**config.mk**
```make
export PLATFORM = sky130hd
export DESIGN_NAME = permtag_dir
export DESIGN_NICKNAME = d
export VERILOG_FILES = /design/src/rtl/tagdir_pkg.sv /design/src/rtl/tagdir_way_cmp.sv /design/src/rtl/tagdir_pick_first.sv /design/src/rtl/tagdir_lru.sv /design/src/rtl/permtag_dir.sv
export SDC_FILE = /design/constraint.sdc
export NUM_CORES = 1
export LEC_CHECK = 0
export BUFFER_PORTS_ARGS = -buffer_cell sky130_fd_sc_hd__buf_4
export CORE_MARGIN = 3
export CORE_UTILIZATION = 30
export CTS_BUF_LIST = sky130_fd_sc_hd__clkbuf_16
export DETAILED_ROUTE_END_ITERATION = 16
export PLACE_DENSITY_LB_ADDON = 0.12
export SYNTH_ARGS = -nofsm -noshare
export SYNTH_HDL_FRONTEND = slang
export SYNTH_SLANG_ARGS = --single-unit
export TNS_END_PERCENT = 30
```
**constraint.sdc**
```tcl
create_clock -name clk -period 4 [get_ports clk]
set_input_delay 0 -clock clk [delete_from_list [all_inputs] [get_ports clk]]
set_output_delay 0 -clock clk [all_outputs]
set_load 0.02 [all_outputs]
```
**src/rtl/tagdir_pkg.sv**
```systemverilog
package tagdir_pkg;

  typedef enum logic [2:0] {
    PERM_NOTPRESENT = 3'd0,
    PERM_INVALID    = 3'd1,
    PERM_READ_ONLY  = 3'd2,
    PERM_READ_WRITE = 3'd3,
    PERM_BUSY       = 3'd4
  } perm_e;

  typedef enum logic [1:0] {
    RQ_LOAD   = 2'd0,
    RQ_IFETCH = 2'd1,
    RQ_STORE  = 2'd2,
    RQ_ATOMIC = 2'd3
  } rqtype_e;

  typedef enum logic [3:0] {
    OP_ACCESS     = 4'd0,
    OP_LOOKUP_RAW = 4'd1,
    OP_AVAIL      = 4'd2,
    OP_ALLOC      = 4'd3,
    OP_DEALLOC    = 4'd4,
    OP_PROBE      = 4'd5,
    OP_LOCK_SET   = 4'd6,
    OP_LOCK_CLR   = 4'd7,
    OP_LOCK_TEST  = 4'd8,
    OP_SET_PERM   = 4'd9
  } op_e;

  // Read-write grants everything; read-only grants reads only.
  function automatic logic perm_grants(perm_e p, rqtype_e t);
    logic ok;
    ok = 1'b0;
    if (p == PERM_READ_WRITE) ok = 1'b1;
    else if (p == PERM_READ_ONLY && (t == RQ_LOAD || t == RQ_IFETCH)) ok = 1'b1;
    return ok;
  endfunction

endpackage

```
**src/rtl/tagdir_way_cmp.sv**
```systemverilog
module tagdir_way_cmp
  import tagdir_pkg::*;
#(
  parameter int TAG_W = 12
) (
  input  logic             way_valid,
  input  logic [TAG_W-1:0] way_tag,
  input  perm_e            way_perm,
  input  logic [TAG_W-1:0] req_tag,
  output logic             raw_match,
  output logic             live_match,
  output logic             is_free
);
  always_comb begin
    raw_match  = way_valid && (way_tag == req_tag);
    live_match = raw_match && (way_perm != PERM_NOTPRESENT);
    is_free    = !way_valid || (way_perm == PERM_NOTPRESENT);
  end
endmodule

```
**src/rtl/tagdir_pick_first.sv**
```systemverilog
module tagdir_pick_first #(
  parameter int N = 4,
  localparam int IW = (N > 1) ? $clog2(N) : 1
) (
  input  logic [N-1:0]  vec,
  output logic          found,
  output logic [IW-1:0] idx
);
  always_comb begin
    found = |vec;
    idx   = '0;
    for (int i = N - 1; i >= 0; i--) begin
      if (vec[i]) idx = IW'(i);
    end
  end
endmodule

```
**src/rtl/tagdir_lru.sv**
```systemverilog
module tagdir_lru #(
  parameter int NUM_SETS = 4,
  parameter int NUM_WAYS = 4,
  localparam int SET_W = (NUM_SETS > 1) ? $clog2(NUM_SETS) : 1,
  localparam int WAY_W = (NUM_WAYS > 1) ? $clog2(NUM_WAYS) : 1
) (
  input  logic             clk,
  input  logic             rst_n,
  input  logic             touch_en,
  input  logic [SET_W-1:0] touch_set,
  input  logic [WAY_W-1:0] touch_way,
  input  logic [SET_W-1:0] query_set,
  output logic [WAY_W-1:0] victim_way
);
  // Age 0 = most recent, NUM_WAYS-1 = least recent; each set holds a permutation.
  logic [WAY_W-1:0] age [NUM_SETS][NUM_WAYS];
  logic [WAY_W-1:0] touched_age;

  assign touched_age = age[touch_set][touch_way];

  always_ff @(posedge clk) begin
    if (!rst_n) begin
      for (int s = 0; s < NUM_SETS; s++)
        for (int w = 0; w < NUM_WAYS; w++)
          age[s][w] <= WAY_W'(w);
    end else if (touch_en) begin
      for (int w = 0; w < NUM_WAYS; w++) begin
        if (WAY_W'(w) == touch_way)
          age[touch_set][w] <= '0;
        else if (age[touch_set][w] < touched_age)
          age[touch_set][w] <= age[touch_set][w] + 1'b1;
      end
    end
  end

  always_comb begin
    victim_way = '0;
    for (int w = 0; w < NUM_WAYS; w++) begin
      if (age[query_set][w] == WAY_W'(NUM_WAYS - 1)) victim_way = WAY_W'(w);
    end
  end
endmodule

```
**src/rtl/permtag_dir.sv**
```systemverilog
module permtag_dir
  import tagdir_pkg::*;
#(
  parameter int ADDR_W   = 16,
  parameter int NUM_SETS = 4,
  parameter int NUM_WAYS = 4,
  parameter int IDX_LSB  = 4,
  parameter int CTX_W    = 4,
  localparam int SET_W = (NUM_SETS > 1) ? $clog2(NUM_SETS) : 1,
  localparam int WAY_W = (NUM_WAYS > 1) ? $clog2(NUM_WAYS) : 1,
  localparam int TAG_W = ADDR_W - IDX_LSB
) (
  input  logic              clk,
  input  logic              rst_n,
  input  logic              req_valid,
  input  logic [3:0]        req_op,
  input  logic [ADDR_W-1:0] req_addr,
  input  logic [1:0]        req_type,
  input  logic [CTX_W-1:0]  req_ctx,
  input  logic [2:0]        req_perm,
  input  logic              req_touch,
  output logic              rsp_valid,
  output logic              rsp_hit,
  output logic [WAY_W-1:0]  rsp_way,
  output logic              rsp_grant,
  output logic              rsp_avail,
  output logic              rsp_error,
  output logic              rsp_lock_match,
  output logic              rsp_not_busy,
  output logic [ADDR_W-1:0] rsp_victim_addr
);
  localparam logic [CTX_W-1:0] NO_OWNER = '1;

  // Line state
  logic             ent_valid [NUM_SETS][NUM_WAYS];
  logic [TAG_W-1:0] ent_tag   [NUM_SETS][NUM_WAYS];
  perm_e            ent_perm  [NUM_SETS][NUM_WAYS];
  logic [CTX_W-1:0] ent_lock  [NUM_SETS][NUM_WAYS];

  // Request decode
  op_e              op;
  logic [SET_W-1:0] set_idx;
  logic [TAG_W-1:0] req_tag;
  logic             unused_offset;

  assign op            = op_e'(req_op);
  assign set_idx       = req_addr[IDX_LSB +: SET_W];
  assign req_tag       = req_addr[ADDR_W-1:IDX_LSB];
  assign unused_offset = ^req_addr[IDX_LSB-1:0];

  // Per-way compare
  logic [NUM_WAYS-1:0] raw_vec, live_vec, free_vec;

  for (genvar w = 0; w < NUM_WAYS; w++) begin : g_way
    tagdir_way_cmp #(.TAG_W(TAG_W)) u_cmp (
      .way_valid  (ent_valid[set_idx][w]),
      .way_tag    (ent_tag[set_idx][w]),
      .way_perm   (ent_perm[set_idx][w]),
      .req_tag    (req_tag),
      .raw_match  (raw_vec[w]),
      .live_match (live_vec[w]),
      .is_free    (free_vec[w])
    );
  end

  logic             raw_any, live_any, free_any;
  logic [WAY_W-1:0] raw_way, live_way, free_way;

  tagdir_pick_first #(.N(NUM_WAYS)) u_pick_raw  (.vec(raw_vec),  .found(raw_any),  .idx(raw_way));
  tagdir_pick_first #(.N(NUM_WAYS)) u_pick_live (.vec(live_vec), .found(live_any), .idx(live_way));
  tagdir_pick_first #(.N(NUM_WAYS)) u_pick_free (.vec(free_vec), .found(free_any), .idx(free_way));

  // Allocation never duplicates a tag, so at most one raw match exists.
  perm_e            sel_perm;
  logic [CTX_W-1:0] sel_lock;
  assign sel_perm = ent_perm[set_idx][raw_way];
  assign sel_lock = ent_lock[set_idx][live_way];

  logic             alloc_ok;
  logic [WAY_W-1:0] alloc_way;
  assign alloc_ok  = !live_any && (raw_any || free_any);
  assign alloc_way = raw_any ? raw_way : free_way;

  // Replacement order
  logic             touch_en;
  logic [WAY_W-1:0] touch_way;
  logic [WAY_W-1:0] victim_way;

  assign touch_en  = req_valid &&
                     ((op == OP_ACCESS && live_any) ||
                      (op == OP_ALLOC && alloc_ok && req_touch));
  assign touch_way = (op == OP_ACCESS) ? live_way : alloc_way;

  tagdir_lru #(.NUM_SETS(NUM_SETS), .NUM_WAYS(NUM_WAYS)) u_lru (
    .clk        (clk),
    .rst_n      (rst_n),
    .touch_en   (touch_en),
    .touch_set  (set_idx),
    .touch_way  (touch_way),
    .query_set  (set_idx),
    .victim_way (victim_way)
  );

  // State update
  always_ff @(posedge clk) begin
    if (!rst_n) begin
      for (int s = 0; s < NUM_SETS; s++) begin
        for (int w = 0; w < NUM_WAYS; w++) begin
          ent_valid[s][w] <= 1'b0;
          ent_tag[s][w]   <= '0;
          ent_perm[s][w]  <= PERM_NOTPRESENT;
          ent_lock[s][w]  <= NO_OWNER;
        end
      end
    end else if (req_valid) begin
      case (op)
        OP_ALLOC: if (alloc_ok) begin
          ent_valid[set_idx][alloc_way] <= 1'b1;
          ent_tag[set_idx][alloc_way]   <= req_tag;
          ent_perm[set_idx][alloc_way]  <= PERM_INVALID;
          ent_lock[set_idx][alloc_way]  <= NO_OWNER;
        end
        OP_DEALLOC: if (live_any) begin
          ent_valid[set_idx][live_way] <= 1'b0;
          ent_perm[set_idx][live_way]  <= PERM_NOTPRESENT;
        end
        OP_LOCK_SET: if (live_any) ent_lock[set_idx][live_way] <= req_ctx;
        OP_LOCK_CLR: if (live_any) ent_lock[set_idx][live_way] <= NO_OWNER;
        OP_SET_PERM: if (raw_any)  ent_perm[set_idx][raw_way]  <= perm_e'(req_perm);
        default: ;
      endcase
    end
  end

  // Response
  logic              d_hit, d_grant, d_avail, d_error, d_lock, d_nb;
  logic [WAY_W-1:0]  d_way;
  logic [ADDR_W-1:0] d_victim;

  always_comb begin
    d_hit    = 1'b0;
    d_way    = '0;
    d_grant  = 1'b0;
    d_avail  = 1'b0;
    d_error  = 1'b0;
    d_lock   = 1'b0;
    d_nb     = 1'b0;
    d_victim = '0;
    if (req_valid) begin
      case (op)
        OP_ACCESS: begin
          d_hit   = live_any;
          d_grant = live_any && perm_grants(sel_perm, rqtype_e'(req_type));
          d_nb    = raw_any && (sel_perm != PERM_BUSY);
        end
        OP_LOOKUP_RAW: begin
          d_hit = raw_any;
          d_nb  = raw_any && (sel_perm != PERM_BUSY);
        end
        OP_AVAIL:    d_avail = raw_any || free_any;
        OP_ALLOC: begin
          d_error = !alloc_ok;
          if (alloc_ok) d_way = alloc_way;
        end
        OP_PROBE: begin
          d_way    = victim_way;
          d_victim = {ent_tag[set_idx][victim_way], {IDX_LSB{1'b0}}};
        end
        OP_DEALLOC, OP_LOCK_SET, OP_LOCK_CLR: d_hit = live_any;
        OP_LOCK_TEST: begin
          d_hit  = live_any;
          d_lock = live_any && (sel_lock == req_ctx);
        end
        OP_SET_PERM: d_hit = raw_any;
        default: ;
      endcase
      if (d_hit) d_way = raw_way;
    end
  end

  always_ff @(posedge clk) begin
    if (!rst_n) begin
      rsp_valid       <= 1'b0;
      rsp_hit         <= 1'b0;
      rsp_way         <= '0;
      rsp_grant       <= 1'b0;
      rsp_avail       <= 1'b0;
      rsp_error       <= 1'b0;
      rsp_lock_match  <= 1'b0;
      rsp_not_busy    <= 1'b0;
      rsp_victim_addr <= '0;
    end else begin
      rsp_valid       <= req_valid;
      rsp_hit         <= d_hit;
      rsp_way         <= d_way;
      rsp_grant       <= d_grant;
      rsp_avail       <= d_avail;
      rsp_error       <= d_error;
      rsp_lock_match  <= d_lock;
      rsp_not_busy    <= d_nb;
      rsp_victim_addr <= d_victim;
    end
  end
endmodule

```
; Word-level counts from Yosys, hierarchy flattened
; Memory sizes are Yosys's and may differ from the RTL's.
; Index checks and enable logic that the tools add are counted.
[word_totals]
register_bits = 25
ram_bits = 352
input_bits = 33
output_inout_bits = 25
word_cells = 383
n_memories = 5
[mem_list]
columns = name, depth, word_bits, read_ports, rd_clocked_by_memory_dff, wr, line_no
row1 = ent_tag, 4, 48, 1, 0, 4, permtag_dir.sv:36  ; logic [TAG_W-1:0] ent_tag [NUM_SETS][NUM_WAYS];
row2 = ent_lock, 4, 16, 1, 0, 4, permtag_dir.sv:38  ; logic [CTX_W-1:0] ent_lock [NUM_SETS][NUM_WAYS];
row3 = ent_perm, 4, 12, 1, 0, 4, permtag_dir.sv:37  ; perm_e ent_perm [NUM_SETS][NUM_WAYS];
row4 = u_lru.age, 4, 8, 1, 0, 4, tagdir_lru.sv:16  ; logic [WAY_W-1:0] age [NUM_SETS][NUM_WAYS];
row5 = ent_valid, 4, 4, 1, 0, 4, permtag_dir.sv:35  ; logic ent_valid [NUM_SETS][NUM_WAYS];
[classes]
n_addsub = 4
magnitude_cmp = 12
n_eq_ne = 24
n_mux = 197
bitwise_logic = 69
reduce_logical = 62
[ops]
columns = operator, count
row1 = two-way mux 48 bit, 3
row2 = two-way mux 1 bit, 123
row3 = two-way mux 12 bit, 8
row4 = two-way mux 16 bit, 5
row5 = bitwise OR 1 bit, 64
row6 = two-way mux 2 bit, 29
row7 = equality test 12 bit, 4
row8 = OR reduction 48 bit, 1
row9 = two-way mux 4 bit, 9
row10 = binary-select mux 12 bit (select 2 bit), 1
row11 = demux 12 bit (select 2 bit), 1
row12 = logical AND 1 bit, 20
row13 = demux 3 bit (select 2 bit), 3
row14 = AND reduction 3 bit, 6
row15 = demux 4 bit (select 2 bit), 2
row16 = equality test 4 x 3 -> 1 bit (second input constant), 4
row17 = OR reduction 16 bit, 1
row18 = OR reduction 4 bit, 4
row19 = greater-or-equal comparator 3 bit (second input constant), 5
row20 = two-way mux 3 bit, 5
row21 = NOT 2 -> 3 bit, 5
row22 = zero test 3 bit, 4
row23 = nonzero test 3 bit, 4
row24 = OR reduction 12 bit, 1
row25 = 28 further kinds, 56

; Logic depth before layout (Yosys ltp)
; Gate-level depths: netlist of run 1.
; An unclocked memory read counts as a cell.
[logic_depth]
ltp_word = 22
depth_mapped = 19
mapped_depth_nobuf = 12

; By module
; From an unflattened synthesis of run 1, not the netlist that was laid out.
[unflattened]
hier_cells = 1413
area_unflattened_um2 = 18517.8
[by_module_without_submodules]
columns = mod, n_inst, cells_each, area_each_um2, seq_area_each_um2
row1 = permtag_dir, 1, 1080, 15562.4, 10019.6
row2 = tagdir_lru, 1, 228, 2234.6, 960.9
row3 = tagdir_way_cmp, 4, 21, 153.9, 0.0
row4 = tagdir_pick_first, 3, 7, 35.0, 0.0

; Worst setup path before layout of run 1
; OpenSTA, ideal clock, no wires.
[synth_path]
path_type = in2reg
from = input port req_addr[4]
to = memory ent_tag[0][36] (netlist bit), enable pin
setup_ns = 0.398
arrival_time_ns = 3.983
path_slack_ns = -0.381
stages = 15
path_buffers = 7
path_cell_list = buf_6 buf_6 buf_6 buf_6 mux4_2 o31ai_2 nor3_1 a311oi_1 and2_1 clkbuf_2 nand2_1 clkbuf_1 or3_1 clkbuf_1 o21ai_0
[synth_rtl]
columns = element, line_no
row1 = start: declaration, permtag_dir.sv:17  ; input logic [ADDR_W-1:0] req_addr,
row2 = end: declaration, permtag_dir.sv:36

==> metrics.md, run 1 <==
| Metric | Value |
|---|---|
| Port-buffer cells | 48 |
| DR pass1 iterations | 5 |
| Fin crit share | 1.021 |
| Via density | 4.961 |
| Hold Violations, Final | 0 |
| Starting Density | 0.3038 |
| Reg2reg start | ent_tag[3][7] |
| Seq cells post-synth | 373 |
| Sequential group share of total power | 0.480 |
| Max-slew headroom | 0.2486 |
| CTS Sinks | 373 |
| Clock Tree Buf Depth | 3 |
| Comb power frac | 0.109 |
| Final WS setup | -0.08402 ns |
| YS warnings | 0 |
| Worst hold path type | in -> reg |
| Int Power | 6.913 mW |
| Area leader, netlist | edfxtp_1 |
| Die Span X | 256.5 microns |
| First-pass GRT wire length | 87550 microns |
| Worst setup EP type | register |
| Vias | 13.01k |
| CTS Buf Count | 44 |
| Pins over their slew limit | 0 |
| CTS tree | built |
| Util after Layout | 0.3881 |
| Post-synth ARST share | 0 |
| Crit Reg-Reg Endpoint | u_lru.age[2][1] |
| Actual slew at the worst max-slew pin | 1.127 ns |
| Peak supply drop | 271.0 uV |
| CTS H-tree lvls | 2 |
| WS Path Type | reg -> reg |
| Residual DRC | 0 |
| Clock-pin slew on the worst setup and hold paths | 0.06 ns |
| PwrDens | 381.5 nW/um^2 |
| Vias in the first global route | 13.42k |
| Leakage | 8.514 nW |
| Fin crit period | 4.084 ns |
| Mapped Cells | 1487 |
| Switch Pwr | 2.257 mW |
| Final setup viols | 43 |
| Synth cell count leaders | edfxtp_1 (351), nor2_1 (148), and2_1 (135), nand2_1 (112), clkbuf_1 (95) |
| Power share of the clock group | 0.411 |
| Setup slack, reg-to-reg | -0.08 ns |
| Initial antenna violation count | 0 |
| Nets@finish | 1790 |
| Top cells by area, synth | edfxtp_1 (56%), mux4_2 (11%), and2_1 (4.5%) |
| Chip height | 256.5 microns |
| Fillers | 6034 |
| Unrepaired setup endpoints after global routing | yes |
| Num rows | 91 |
| Root Buffer Master | clkbuf_16 |
| Top cell type's share of synthesized area | 0.5601 |
| Sequential share of the synthesized area | 0.5835 |
| Primary FF master, synth | edfxtp_1 |
| Final Skew | 0.02688 ns |
| Total negative slack | -1.782 ns |
| Die ar. | 65770 sq um |
| Total wire length | 58200 microns |
| Maximum fanout along the worst path | 7 |
| Core area | 61940 sq um |
| Violated checks | negative setup slack |
| WL/cell | 22.19 microns |
| Largest net degree at the start of global routing | 82 |
| Syn Area/Cell | 12.66 sq um |
| Grt ovf | 0 |
| Antenna diode count | 0 |
| Post-synthesis cell area | 18820 sq um |
| Peak Freq | 244.9 MHz |
| Min-Delay Endpoint | ent_tag[3][7] |
| Routability cong. | 0.8051 |
| Min-Delay Path Depth | 3 |
| Worst skew pair latency | 0.58 ns |
| Sw Ratio | 0.2461 |
| Most numerous cell in the Yosys netlist | edfxtp_1 |
| Status | complete, but fails checks |
| Initial DRC count | 914 |
| Reg2Reg Depth | 14 |
| Post-DP HPWL | 40530 microns |
| MaxCap Viol Count | 0 |
| Netlist cell types | 85 |
| Arrival time at the worst endpoint | 4.39 ns |
| Gr usage total | 0.1758 |
| Ports | 58 |
| Layout Area Growth over Synthesis | 27.72% |
| Post-synth EDFFs | 351 |
| CP startpoint kind | register |
| CP Data Required Time | 4.30 ns |
| DRT antenna net count | 0 |
| Hold Crit Start | req_addr[11] |
| Layout cells sized above 1 | 0.3219 |
power groups by stage:
| stage | combinational, mW | clock, mW | sequential, mW |
|---|---|---|---|
| CTS | 0.978 | 3.88 | 4.40 |
| detailed placement | 0.926 | 0 | 4.48 |
| global placement | 0.923 | 0 | 4.48 |
| floorplan | 0.524 | 0 | 4.47 |
| finish | 0.998 | 3.77 | 4.40 |
| global route | 1.07 | 4.02 | 4.41 |
worst max-delay path by stage:
| stage | from | end |
|---|---|---|
| 4_1_cts | ent_tag[3][5] | u_lru.age[1][1] |
| 6_report | ent_tag[3][7] | u_lru.age[2][1] |
| 3_5_place_dp | req_addr[5] | ent_perm[1][1] |
| 3_3_place_gp | req_addr[5] | ent_perm[0][1] |
| 2_1_floorplan | req_addr[4] | ent_tag[1][36] |
| 5_1_grt | ent_tag[3][2] | u_lru.age[1][1] |
flip-flops by register name, summed over array words and instances (netlist names), 2 cells and up:
| register | flops |
|---|---|
| ent_tag | 192 |
| ent_lock | 64 |
| ent_perm | 48 |
| u_lru.age | 32 |
| ent_valid | 16 |
| rsp_victim_addr | 12 |
| rsp_way | 2 |
layout by cell type, fill, tap and decap left out, types with 15 or more instances in the layout:
cell | Yosys | final
edfxtp_1 | 351 | 351
buf_4 | 7 | 286
nor2_1 | 148 | 142
and2_1 | 135 | 134
nand2_1 | 112 | 103
mux4_2 | 88 | 88
clkbuf_16 | 0 | 46
o21ai_0 | 68 | 41
and3_1 | 37 | 36
xnor2_1 | 38 | 34
a21oi_1 | 35 | 32
mux2i_1 | 31 | 28
nand3_1 | 28 | 28
o21ai_1 | 15 | 26
dlygate4sd3_1 | 0 | 23
inv_1 | 12 | 22
nor3_1 | 32 | 22
dfxtp_1 | 22 | 22
conb_1 | 1 | 20
nor4_1 | 29 | 19
buf_12 | 0 | 16
nand2b_1 | 16 | 15
worst max-delay path: stages (launching register included):
cell and delay (ns):
edfxtp_1 0.35, mux4_2 0.52, xnor2_1 0.16, nand4_1 0.15, or4_4 0.64, or2_4 0.29
and2_4 0.13, o31a_1 0.30, buf_6 0.16, or4b_4 0.49, nand3_4 0.08, o211ai_2 0.09
buf_4 0.15, a21oi_4 0.19, o21ai_1 0.07
what timing repair did:
| action | in CTS | in global routing |
|---|---|---|
| hold endpoints to repair | 175 | 0 |
| endpoints found under the setup margin | 269 | 377 |
| hold buffers | 23 | 0 |
| resized for setup | 78 | 62 |
| buffers inserted | 4 | 6 |
| pin swaps | 32 | 14 |
layout make-up:
type / count / area [sq um] / area share
flip-flops and latches: 373 / 10980 / 0.4568
well taps: 837 / 1047 / 0.04357
clock buffers: 46 / 1151 / 0.04789
repair buffers: 331 / 2765 / 0.1150
clock inverters: 32 / 177.7 / 0.007392
multi-input cells: 992 / 7870 / 0.3274
inverters: 12 / 45.04 / 0.001874
metrics by stage:
stage          hold WS [ns]  worst slack [ns]  area, sq um  instances  total power [mW]
2_1_floorplan        0.1733          -0.07351        18890       1506             4.990
3_3_place_gp         0.3723           -0.3182        21840       2512             5.404
3_5_place_dp         0.3704           -0.3010        21840       2512             5.408
4_1_cts             0.02774           -0.1944        23710       2617             9.260
5_1_grt             0.05251           -0.2181        24040       2623             9.496
6_report            0.03372          -0.08402        24040       2623             9.170
logic make-up (layout without fill, tap and decap cells):
family	count (synthesis)	count (layout)	synth area share
multiplexers	130	130	0.1288
AND/OR/NAND/NOR	610	610	0.1691
AO/OA/AOI/OAI	175	175	0.05718
other	1	20	0.0001993
flip-flops	373	373	0.5835
buffers and inverters	141	421	0.03377
adder cells (fa/ha/maj)	6	6	0.003723
XOR/XNOR	51	51	0.02374
routing by layer:
| layer | wire length, microns | up-vias | track usage |
|---|---|---|---|
| li1 | - | 6040 | - |
| met1 | 26750 | 6689 | 0.2437 |
| met5 | 0 | - | 0 |
| met3 | 2039 | 59 | 0.02035 |
| met4 | 1121 | 0 | 0.04551 |
| met2 | 28290 | 225 | 0.2939 |
(Power assumes the default switching activity.)
==> inputs of run 2 (changes only) <==
--- a/config.mk
+++ b/config.mk
@@ -5,7 +5,7 @@
 export SDC_FILE = /design/constraint.sdc
 export NUM_CORES = 1
 export LEC_CHECK = 0
-export BUFFER_PORTS_ARGS = -buffer_cell sky130_fd_sc_hd__buf_4
+export BUFFER_PORTS_ARGS = -buffer_cell sky130_fd_sc_hd__buf_2
 export CORE_MARGIN = 3
 export CORE_UTILIZATION = 30
 export CTS_BUF_LIST = sky130_fd_sc_hd__clkbuf_16
==> run 2 against run 1 <==
The run still ends with negative setup slack left; sequential power about the same; largest power group unchanged; die area unchanged; first-iteration DRC count increased by 9.7%.
==> metrics.md, run 2 (synthesis results as in run 1) <==
| Metric | Value |
|---|---|
| Final setup viols | 51 (+19%) |
| Violated checks | negative setup slack |
| Port-buffer cells | 48 (unchanged) |
| Max reg flops | 192 (unchanged) |
| Max-slew headroom | 0.1299 (-0.1187) |
| DRT antenna net count | 0 (unchanged) |
| Crit-path max cell delay | 0.64 ns (about the same) |
| Crit Reg-Reg Endpoint | u_lru.age[1][6] |
| Post-DP HPWL | 40290 microns (-0.61%) |
| Hold_ws | 0.05229 ns (+0.01857 ns) |
| Final Skew | 0.01690 ns (-0.009984 ns) |
| Status | complete, but fails checks |
| Top reg by flops | ent_tag |
| Routed met1 length | 26620 microns (-0.47%) |
| Layout cells sized above 1 | 0.3557 (+0.03374) |
| WL/cell | 21.89 microns (-1.3%) |
| Clock-pin slew on the worst setup and hold paths | 0.06 ns (about the same) |
| Cell Count, Final, Fillers Out | 2656 (+1.3%) |
| Setup slack, reg-to-reg | -0.13 ns (-0.04 ns) |
| Layout Area Growth over Synthesis | 31.17% |
| Hold Violations, Final | 0 (unchanged) |
| Worst hold path type | in -> reg |
| MaxCap Viol Count | 0 (unchanged) |
| CTS tree | built |
| Die Span X | 256.5 microns (unchanged) |
| Reg2Reg Depth | 13 (-1) |
| Vias | 13.06k (+0.33%) |
| CTS H-tree lvls | 2 (unchanged) |
| Initial antenna violation count | 0 (unchanged) |
| Initial DRC count | 1003 (+9.7%) |
| CTS Sinks | 373 (unchanged) |
| Total negative slack | -3.408 ns (-1.625 ns) |
| Routability cong. | 0.8065 (+0.17%) |
| Crit path capture | u_lru.age[1][6] |
| Placed Cells | 2522 (+0.40%) |
| Ports | 58 (unchanged) |
| Commonest non-fill, non-tap cells in the layout | edfxtp_1 (351), buf_4 (260), nor2_1 (136) |
| CP Data Required Time | 4.43 ns (+0.13 ns) |
| Actual slew at the worst max-slew pin | 1.305 ns (+0.1781 ns) |
| CTS Buf Count | 44 (unchanged) |
| Peak Freq | 242.2 MHz (-1.1%) |
| Residual DRC | 0 (unchanged) |
| Die ar. | 65770 sq um (unchanged) |
| Via density | 4.916 (-0.92%) |
| Fin crit share | 1.032 (+0.01117) |
| Fillers | 5941 (-1.5%) |
| Gr usage total | 0.1757 (about the same) |
| Starting Density | 0.3038 (unchanged) |
| Antenna diode count | 0 (unchanged) |
| Total wire length | 58150 microns (about the same) |
| Max Used Layer | met4 |
| Num rows | 91 (unchanged) |
| PwrDens | 389.7 nW/um^2 (+2.1%) |
| Grt ovf | 0 (unchanged) |
| Pins over their slew limit | 0 (unchanged) |
| First-pass GRT wire length | 87990 microns (+0.50%) |
| Reg2reg start | ent_tag[3][3] |
| Met2 wire len | 28160 microns (-0.46%) |
| Worst setup EP type | register |
| Worst path slowest cell | or4_4 |
| Unrepaired setup endpoints after global routing | yes |
| WS Path Type | reg -> reg |
| Nets@finish | 1821 (+1.7%) |
| Dpl ws | -0.3895 ns (-0.08845 ns) |
| DR pass1 iterations | 5 (unchanged) |
| Peak supply drop | 258.5 uV (-4.6%) |
| Leading cell type in the layout, fill and taps excluded | edfxtp_1 |
| Clock Tree Buf Depth | 3 (unchanged) |
| Most used cell, CP | buf_6 |
| Fin crit period | 4.129 ns (+0.04467 ns) |
| Largest registers | ent_tag (192), ent_lock (64), ent_perm (48) |
| Critical Path Start | ent_tag[3][3] |
| Vias in the first global route | 13.53k (+0.80%) |
| Worst skew pair latency | 0.58 ns (about the same) |
| Leakage | 8.800 nW (+3.4%) |
| Chip height | 256.5 microns (unchanged) |
| Final WS setup | -0.1287 ns (-0.04467 ns) |
| Core area | 61940 sq um (unchanged) |
| Maximum fanout along the worst path | 6 (-1) |
| Routed met3 length | 1931 microns (-5.3%) |
| Arrival time at the worst endpoint | 4.56 ns (+0.17 ns) |
| Largest net degree at the start of global routing | 82 (unchanged) |
| Root Buffer Master | clkbuf_16 |
| CP startpoint kind | register |
| CP cell instances | mux4_2 -> xnor2_2 -> nand4_1 -> or4_4 -> or2_1 -> and2_1 -> o31a_1 -> buf_6 -> buf_6 -> mux2_4 -> maj3_2 -> or3_4 -> nor2_4 |
| Total Power | 9.620 mW (+4.9%) |
[run 2: cell types whose count changed in the layout (fill, tap and decap cells not counted), sizes merged]
cell / previous run / this run
inv: 23 / 18
clkinvlp: 0 / 1
buf: 308 / 334
bufinv: 1 / 7
clkbuf: 46 / 51
[run 2: critical path: cells and delay by family, from the launching register on]
family | cells | cell delay, ns
DFF | 1 | 0.37
AOI/OAI and AO/OA | 1 | 0.32
adders and majority gates | 1 | 0.30
buffers and inverters | 2 | 0.29
muxes | 2 | 0.82
xor gates and xnor gates | 1 | 0.15
and+or+nand+nor | 6 | 1.72
[run 2: area by class of cell]
class                   instances  area [sq um]  area share
flip-flops and latches        373         10980      0.4448
multi-input cells             992          8144      0.3299
repair buffers                362          2979      0.1207
clock buffers                  46          1151     0.04663
well taps                     837          1047     0.04242
clock inverters                34         339.1     0.01374
inverters                      12         45.04    0.001825
[run 2: worst min-delay path by stage]
stage / slack (ns) / start / endpoint / cells past startpoint
2_1_floorplan: 0.17 / req_op[1] / rsp_lock_match / 3
3_3_place_gp: 0.35 / req_addr[11] / ent_tag[0][7] / 2
3_5_place_dp: 0.35 / req_addr[11] / ent_tag[0][7] / 2
4_1_cts: 0.03 / req_addr[6] / ent_tag[0][2] / 3
5_1_grt: 0.08 / req_addr[6] / ent_tag[2][2] / 3
6_report: 0.05 / req_addr[6] / ent_tag[0][2] / 3
[run 2: metal layers]
metal | vias to the layer above | global-route usage
li1 | 6106 | -
met1 | 6656 | 0.2423
met2 | 212 | 0.2911
met3 | 82 | 0.02321
met4 | 0 | 0.04976
met5 | - | 0
[run 2: report_power, final]
| part | switching (mW) | internal (mW) | leakage [nW] |
|---|---|---|---|
| Combinational | 0.603 | 0.450 | 4.54 |
| Clock | 1.64 | 2.52 | 0.756 |
| Sequential | 0.0365 | 4.36 | 3.51 |
[run 2: what timing repair did]
| item | CTS | global route |
|---|---|---|
| setup buffers | 10 | 23 |
| gates resized for setup | 92 | 116 |
| setup endpoints to repair | 286 | 559 |
| endpoints found under the hold margin | 158 | 0 |
| pin swaps | 27 | 32 |
| gates cloned | 0 | 5 |
| hold buffers | 23 | 0 |
[run 2: through the flow]
| stage | instance area (sq um) | utilization |
|---|---|---|
| after floorplan | 18890 | - |
| after global placement | 21760 | 0.3513 |
| after detailed placement | 21760 | 0.3513 |
| after CTS | 23900 | 0.3858 |
| after global routing | 24690 | 0.3986 |
| final | 24690 | 0.3986 |
==> inputs of run 3 (changes only) <==
==> constraint.sdc (replaced) <==
create_clock -name clk -period 4 [get_ports clk]
set_input_delay 1 -clock clk [delete_from_list [all_inputs] [get_ports clk]]
set_output_delay 1 -clock clk [all_outputs]
set_load 0.02 [all_outputs]
==> run 3 against run 2 <==
The run still ends with negative setup slack left; routed wire length up 2.5%; critical path depth is 1 higher; global-route usage increased by 0.46 points; worst setup slack lost 0.15 ns; sequential share of layout area decreased by 0.85 points; die area unchanged; final area rose by 2.0%; maximum frequency fell by 3.5%; power is 0.38% lower.
==> metrics.md, run 3 (synthesis results as in run 1) <==
| Metric | Value |
|---|---|
| Clock-pin slew on the worst setup and hold paths | 0.06 ns (about the same) |
| Buffers and inverters on the worst path | 2 (unchanged) |
| Root Buffer Master | clkbuf_16 |
| WS Path Type | in -> reg |
| Register area | 10980 sq um (unchanged) |
| Met2 wire len | 28720 microns (+2.0%) |
| CP cell instances | buf_16 -> mux4_2 -> xnor2_1 -> nand4_1 -> or4_4 -> or2_1 -> and2_4 -> o31a_1 -> buf_6 -> or4b_4 -> nand3_4 -> o211ai_4 -> and3_4 -> o21ai_2 |
| Ports | 58 (unchanged) |
| Layout Area Growth over Synthesis | 33.73% |
| Initial antenna violation count | 1 (+1) |
| CTS Buf Count | 45 (+2.3%) |
| DRT antenna net count | 0 (unchanged) |
| Num rows | 91 (unchanged) |
| Crit-path max cell delay | 0.60 ns (-0.04 ns) |
| Residual DRC | 0 (unchanged) |
| CP startpoint kind | primary input |
| Pins over their slew limit | 0 (unchanged) |
| Routability cong. | 0.8307 (+3.0%) |
| Commonest non-fill, non-tap cells in the layout | edfxtp_1 (351), buf_4 (286), and2_1 (133) |
| Fin crit period | 4.280 ns (+0.1516 ns) |
| Core area | 61940 sq um (unchanged) |
| Final WS setup | -0.2803 ns (-0.1516 ns) |
| Chip height | 256.5 microns (unchanged) |
| MaxCap Viol Count | 0 (unchanged) |
| Routed met3 length | 2205 microns (+14%) |
| Post-DP HPWL | 43060 microns (+6.9%) |
| Initial DRC count | 919 (-8.4%) |
| Violated checks | negative setup slack |
| Worst path slowest cell | or4_4 |
| Arrival time at the worst endpoint | 4.56 ns (about the same) |
| Worst hold path type | reg -> reg |
| Total wire length | 59630 microns (+2.5%) |
| Max-slew headroom | 0.3838 (+0.2539) |
| Max Used Layer | met4 |
| CTS Sinks | 373 (unchanged) |
| Post-Layout Inst Area | 25170 sq um (+2.0%) |
| Post-CTS Hold Buffers | 0 (-100%) |
| CP Data Required Time | 4.28 ns (-0.15 ns) |
| Hold Violations, Final | 0 (unchanged) |
| Grt ovf | 0 (unchanged) |
| Top reg by flops | ent_tag |
| Clock Tree Buf Depth | 3 (unchanged) |
| Gr usage total | 0.1803 (+0.004649) |
| Final setup viols | 130 (+150%) |
| Peak Freq | 233.6 MHz (-3.5%) |
| Nets@finish | 1844 (+1.3%) |
| CTS H-tree lvls | 2 (unchanged) |
| Layout cells sized above 1 | 0.4031 (+0.04746) |
| Maximum fanout along the worst path | 7 (+1) |
| Setup slack, reg-to-reg | -0.09 ns (+0.04 ns) |
| Vias | 13.17k (+0.87%) |
| Unrepaired setup endpoints after global routing | yes |
| Starting Density | 0.3038 (unchanged) |
| Actual slew at the worst max-slew pin | 0.9244 ns (-0.3808 ns) |
| Die ar. | 65770 sq um (unchanged) |
| Largest net degree at the start of global routing | 49 (-40%) |
| Antenna diode count | 0 (unchanged) |
| WL/cell | 22.25 microns (+1.6%) |
| Multi-input logic area | 8409 sq um (+3.3%) |
| Status | complete, but fails checks |
| DR pass1 iterations | 5 (unchanged) |
| Fin crit share | 1.070 (+0.03791) |
| Placed cell areas | 22510 sq um (+3.5%) |
| Worst skew pair latency | 0.59 ns (about the same) |
| Largest registers | ent_tag (192), ent_lock (64), ent_perm (48) |
| Leading cell type in the layout, fill and taps excluded | edfxtp_1 |
| Leakage | 9.038 nW (+2.7%) |
| Routed met1 length | 27320 microns (+2.6%) |
| First-pass GRT wire length | 89440 microns (+1.7%) |
| Vias in the first global route | 13.80k (+2.0%) |
| Die Span X | 256.5 microns (unchanged) |
| Worst setup EP type | register |
| Port-buffer cells | 48 (unchanged) |
| CP top delay family | simple AND/OR/NAND/NOR gates |
| Max reg flops | 192 (unchanged) |
| PwrDens | 380.8 nW/um^2 (-2.3%) |
| Via density | 4.914 (about the same) |
| Fillers | 5947 (+0.10%) |
| Final Skew | 0.02967 ns (+0.01277 ns) |
| Peak supply drop | 258.5 uV (about the same) |
| CTS tree | built |
| Util after Layout | 0.4063 (+0.007777) |
-- run 3: power by group --
| part | internal [mW] | total [mW] | switching [mW] |
|---|---|---|---|
| logic | 0.496 | 1.13 | 0.630 |
| registers | 4.36 | 4.40 | 0.0390 |
| clock network | 2.36 | 4.05 | 1.70 |
| total | 7.22 | 9.58 | 2.36 |
-- run 3: repair_timing --
item,4_1_cts,5_1_grt
pin swaps,28,34
gates cloned,1,0
setup endpoints to repair,642,503
gates resized for setup,112,98
hold endpoints to repair,0,0
buffers inserted,14,15
-- run 3: area by class of cell --
class                   count  share of cell area
flip-flops and latches    373              0.4363
multi-input cells         992              0.3341
repair buffers            384              0.1284
clock buffers              46             0.04574
well taps                 837             0.04161
clock inverters            36             0.01208
inverters                  12            0.001790
-- run 3: path summary, 6_finish.rpt --
check	from	end	cells after the start
worst max register to register	ent_tag[2][7]	u_lru.age[0][1]	13
worst min register to register	ent_valid[2][3]	ent_valid[2][3]	2
worst min-delay path	ent_valid[2][3]	ent_valid[2][3]	2
worst max-delay path	req_addr[4]	u_lru.age[0][1]	14
-- run 3: worst register-to-register path, cell delays in order (launching register included) --
cell	delay [ns]
edfxtp_1	0.38
mux4_2	0.50
xnor2_1	0.21
nand4_1	0.14
or4_4	0.60
or2_1	0.26
and2_4	0.14
o31a_1	0.31
buf_6	0.15
or4b_4	0.53
nand3_4	0.10
o211ai_4	0.09
and3_4	0.21
o21ai_2	0.16
-- run 3: routing by layer --
| layer | up-vias | GRT usage |
|---|---|---|
| met5 | - | 0 |
| met4 | 0 | 0.05008 |
| met3 | 79 | 0.02193 |
| met2 | 249 | 0.3005 |
| met1 | 6665 | 0.2490 |
| li1 | 6177 | - |
-- run 3: per-stage QoR --
step / setup TNS, ns / hold slack [ns] / instances / worst slack, ns / power [mW]
4_1_cts: -6.535 / 0.5522 / 2666 / -0.1869 / 9.652
3_3_place_gp: -663.00 / 0.5293 / 2570 / -1.461 / 5.485
6_report: -15.21 / 0.5507 / 2680 / -0.2803 / 9.583
2_1_floorplan: -149.36 / 0.4828 / 1506 / -0.6148 / 5.019
5_1_grt: -37.45 / 0.5607 / 2680 / -0.3621 / 9.920
3_5_place_dp: -684.51 / 0.5386 / 2570 / -1.434 / 5.488
